--- src/rtl/qstat_ctrl.sv ---
module qstat_ctrl #(
  parameter int NQ = 6,
  parameter int CW = 4
) (
  input  logic                      clk,
  input  logic                      rst_n,
  input  logic [NQ-1:0]             ev_rfo,
  input  logic [NQ-1:0]             ev_cfu,
  input  logic [NQ-1:0]             ev_ncf,
  input  logic [NQ-1:0]             ev_pause,
  input  logic [NQ-1:0]             ev_eoq,
  input  logic [NQ-1:0]             ev_cff,
  input  logic [NQ-1:0]             ev_rfd,
  input  logic [NQ-1:0]             sss,
  input  logic [2*NQ-1:0]           trig_mode,
  input  logic [NQ-1:0]             trig_in,
  input  logic [NQ-1:0]             q_trig,
  input  logic [NQ*CW-1:0]          cf_cnt,
  input  logic [NQ*CW-1:0]          tx_ptr,
  input  logic [NQ*CW-1:0]          rf_cnt,
  input  logic [NQ*CW-1:0]          pop_ptr,
  input  logic                      wr_en,
  input  logic [$clog2(NQ):0]       addr,
  input  logic [7:0]                wdata,
  output logic [31:0]               rdata,
  output logic [NQ-1:0]             irq_q,
  output logic                      irq_err
);
  localparam int NF  = 8;
  localparam int IW  = $clog2(NQ);
  localparam int PAD = 32 - 4*CW - NF - 1;
  localparam logic [NF-1:0] FL_RST = 8'h40;

  logic [NF-1:0] fl [NQ];
  logic [NF-1:0] en [NQ];
  logic [31:0]   stat [NQ];
  logic [NQ-1:0] trig_d, lvl, err;
  logic [NQ*NF-1:0] fl_all;

  wire [IW-1:0] idx  = addr[IW-1:0];
  wire          bank = addr[IW];

  for (genvar q = 0; q < NQ; q++) begin : g_q
    wire [1:0] md   = trig_mode[2*q +: 2];
    wire       rise = trig_in[q] & ~trig_d[q];
    wire       fall = ~trig_in[q] & trig_d[q];
    wire       trg  = (md == 2'd1 && rise) || (md == 2'd2 && fall) || (md == 2'd3 && trig_in[q]);
    wire       sel  = (idx == IW'(q));
    wire [NF-1:0] set = {ev_rfd[q], ev_cff[q], ev_eoq[q], ev_pause[q],
                         ev_ncf[q], trg & q_trig[q], ev_cfu[q], ev_rfo[q]};
    wire [NF-1:0] clr = (wr_en && !bank && sel) ? wdata : '0;

    always_ff @(posedge clk) begin
      if (!rst_n) begin
        fl[q] <= FL_RST;
        en[q] <= '0;
      end else begin
        fl[q] <= (fl[q] & ~clr) | set;
        if (wr_en && bank && sel) en[q] <= wdata;
      end
    end

    assign lvl[q] = |(fl[q] & en[q]);
    assign err[q] = |(fl[q][2:0] & en[q][2:0]);
    assign fl_all[q*NF +: NF] = fl[q];
    assign stat[q] = {pop_ptr[q*CW +: CW], rf_cnt[q*CW +: CW], tx_ptr[q*CW +: CW],
                      cf_cnt[q*CW +: CW], {PAD{1'b0}}, sss[q], fl[q]};
  end

  always_ff @(posedge clk) begin
    if (!rst_n) begin
      trig_d  <= '0;
      irq_q   <= '0;
      irq_err <= 1'b0;
    end else begin
      trig_d  <= trig_in;
      irq_q   <= lvl;
      irq_err <= |err;
    end
  end

  always_comb begin
    rdata = '0;
    for (int q = 0; q < NQ; q++)
      if (idx == IW'(q)) rdata = bank ? {{(32-NF){1'b0}}, en[q]} : stat[q];
  end
endmodule


--- config.mk ---
export PLATFORM = sky130hd
export DESIGN_NAME = qstat_ctrl
export DESIGN_NICKNAME = d
export VERILOG_FILES = /design/src/rtl/qstat_ctrl.sv
export SDC_FILE = /design/constraint.sdc
export NUM_CORES = 1
export LEC_CHECK = 0
export CELL_PAD_IN_SITES_DETAIL_PLACEMENT = 1
export CELL_PAD_IN_SITES_GLOBAL_PLACEMENT = 1
export CORE_MARGIN = 2
export CORE_UTILIZATION = 27
export CTS_CLUSTER_DIAMETER = 120
export DETAILED_ROUTE_END_ITERATION = 16
export PLACE_DENSITY = 0.72
export SYNTH_ARGS = -nofsm -noshare
export SYNTH_HDL_FRONTEND = slang
export SYNTH_SLANG_ARGS = --single-unit
--- constraint.sdc ---
create_clock -name clk -period 2.2 [get_ports clk]
set_input_delay 0.22 -clock clk [delete_from_list [all_inputs] [get_ports clk]]
set_output_delay 0.22 -clock clk [all_outputs]
set_load 0.05 [all_outputs]
==> metrics.txt, run 1 <==
Setup CP Type=in -> out; wire per inst=21.4 um; gr usage total=18.7%; Worst Tran Pin Value=738 ps; Worst slew margin=50.6%; postcts setup bufs=0; crit path max fanout=20; IO buf count=214; # DRC=0; Starting Density=27.4%; clk_lat worst skew=360 ps; dominant synthesized flop cell=dfxtp_1; number of synthesized flops with an enable pin=48; initial antenna violation count=1; clock sink count=109; Setup Total Neg Slack=0 ps; crit start category=input port; Worst Skew=9.08 ps; Die Span X=156 um; CORE AREA=22,600 um^2; Vias=5,583; Critical Path Sink=rdata[2]; largest net degree at the start of global routing=35; DR pass1 iterations=6; Critical Path AT=1840 ps; crit end category=output port; # IOs=222; final estimated routing congestion in global placement=0.845; cell count after synthesis=574; Max IR drop VDD=0.334 mV; vias in the first global route=5,737; Final setup violation count=0; die height=156 um; Tmin final=2060 ps; DR iter-0 viols=370; Max-Cap Viols=0; CTS buffer count=9; area post-placement=8920 um^2; Unique masters post-synth=41; mean area per synthesized cell=10.8 um^2; run status=complete, no violations; first-pass GRT wire length=34.2 mm; R2R Path End=irq_err; CP startpoint=addr[3]; ant diodes=0; Reg2Reg Setup Slack=530 ps; worst reg-to-reg path cell count=3; Detailed Route WL=23.2 mm; flops & latches, synth=109; clock-pin slew on the worst setup and hold paths=70 ps; share of cells above drive strength 1=17.6%; dpl cells=1,066; grt total ovfl=0; post-synth top area share=23.2%; Area contributors post-synth=edfxtp_1 23%, dfxtp_1 20%, mux2i_1 6.4%; Via density=5.16; fmax=485 MHz; Die ar.=24,200 um^2; Row Count=55; Clock Tree Root=clkbuf_16; nets=975; Power Density=583 nW/um^2; htree depth=3; commonest cells in the netlist=61 x dfxtp_1, 54 x and2_1, 51 x o21ai_0; RSZ-0062 raised after global routing=no; Leakage=3.40 nW; Async S/R FF share, synth=0%; WP data required=1980 ps; post-synth top area cell=edfxtp_1; post-DP HPWL=18.5 mm; worst hold slack=268 ps; FILL cells=2,442; worst r2r src=en[5][2]; Non-Filler Instances=1,082; CTS max path bufs=2; Fin. Hold Viols=0; Max Slew Vio Count=0; Synth Warn #=0; Antenna Nets Post-Route=0; fin crit share=93.7%; area growth from synthesis to final layout=48.3%; sequential share of the synthesized area=42.9%; min-delay worst type=in -> reg; most common cell in the netlist=dfxtp_1; CTS tree=built; fin area=9210 um^2; mapped cell area=6210 um^2
layout make-up:
class / instances / area [um^2] / share of cell area (%)
sequential: 109 / 2660 / 28.9
inverter: 2 / 7.51 / 0.0815
clock inverter: 4 / 31.3 / 0.340
clock buffer: 12 / 258 / 2.80
tap: 285 / 357 / 3.87
timing repair buffer: 249 / 2590 / 28.1
multi-input combinational: 421 / 3300 / 35.9
power breakdown:
group	internal [W]	switching, W
clock network	0.000847	0.000783
logic	0.000724	0.000692
registers	0.00224	0.0000869
through the flow:
stage,setup WS [ps],utilization (%),total power [W]
finish,138,40.7,0.00537
global route,11.0,40.7,0.00558
CTS,145,40.7,0.00541
detailed placement,-65.3,39.4,0.00380
global placement,3.43,39.4,0.00378
floorplan,232,-,0.00307
state kept, by name, indices dropped and copies added, names as in the netlist:
register,count
trig_d,6
fl,48
en,48
irq_err,1
irq_q,6
placed cells by master (no fill, tap or decap), types with 12 or more instances in the layout:
cell | Yosys | routed
mux2i_1 | 40 | 40
a21boi_0 | 42 | 42
mux4_2 | 17 | 17
o21ai_0 | 51 | 51
and2_1 | 54 | 54
nand2_1 | 19 | 19
nor2_1 | 20 | 20
buf_4 | 14 | 40
o2bb2ai_1 | 14 | 14
a22oi_1 | 23 | 23
mux2_2 | 25 | 25
edfxtp_1 | 48 | 48
clkdlybuf4s50_1 | 0 | 184
a222oi_1 | 12 | 12
dfxtp_1 | 61 | 61
buf_12 | 0 | 21
o21a_1 | 36 | 36
critical path: stages:
cell and delay [ps]:
buf_4 310, buf_12 240, mux2i_1 320, o21ai_0 160, o2bb2ai_1 160, a31o_2 240
buf_4 190
logic make-up after synthesis:
family | synth area share, %
flip-flops | 42.9
buffers and inverters | 4.33
AO/OA/AOI/OAI | 23.6
AND/OR/NAND/NOR | 12.0
other | 0.0604
multiplexers | 17.1
per-layer routing:
layer  GRT usage, %  wire length (um)
met3           4.28              1650
met2           33.5             11500
met5              0                13
met1           22.5              9620
met4           5.29               401
worst min path at each step:
stage | slack (ps) | cells after the start | start | end
finish | 270 | 2 | rst_n | fl[0][7]
global route | 260 | 2 | rst_n | fl[1][15]
CTS | 260 | 2 | rst_n | fl[0][7]
detailed placement | 490 | 1 | fl[1][14] | fl[1][14]
global placement | 480 | 1 | fl[2][6] | fl[2][6]
floorplan | 310 | 1 | ev_cff[1] | fl[0][14]
repair_timing:
item,in CTS,in global routing
hold buffers,0,0
endpoints found under the setup margin,8,0
resized for setup,2,0
Power figures use the tool's default switching activity.
==> run 2, diff against run 1 <==
--- a/config.mk
+++ b/config.mk
@@ -5,6 +5,7 @@
 export SDC_FILE = /design/constraint.sdc
 export NUM_CORES = 1
 export LEC_CHECK = 0
+export CAP_MARGIN = 25
 export CELL_PAD_IN_SITES_DETAIL_PLACEMENT = 1
 export CELL_PAD_IN_SITES_GLOBAL_PLACEMENT = 1
 export CORE_MARGIN = 2
==> results of run 2 <==
Final layout, timing and power as in run 1 (identical DEF).
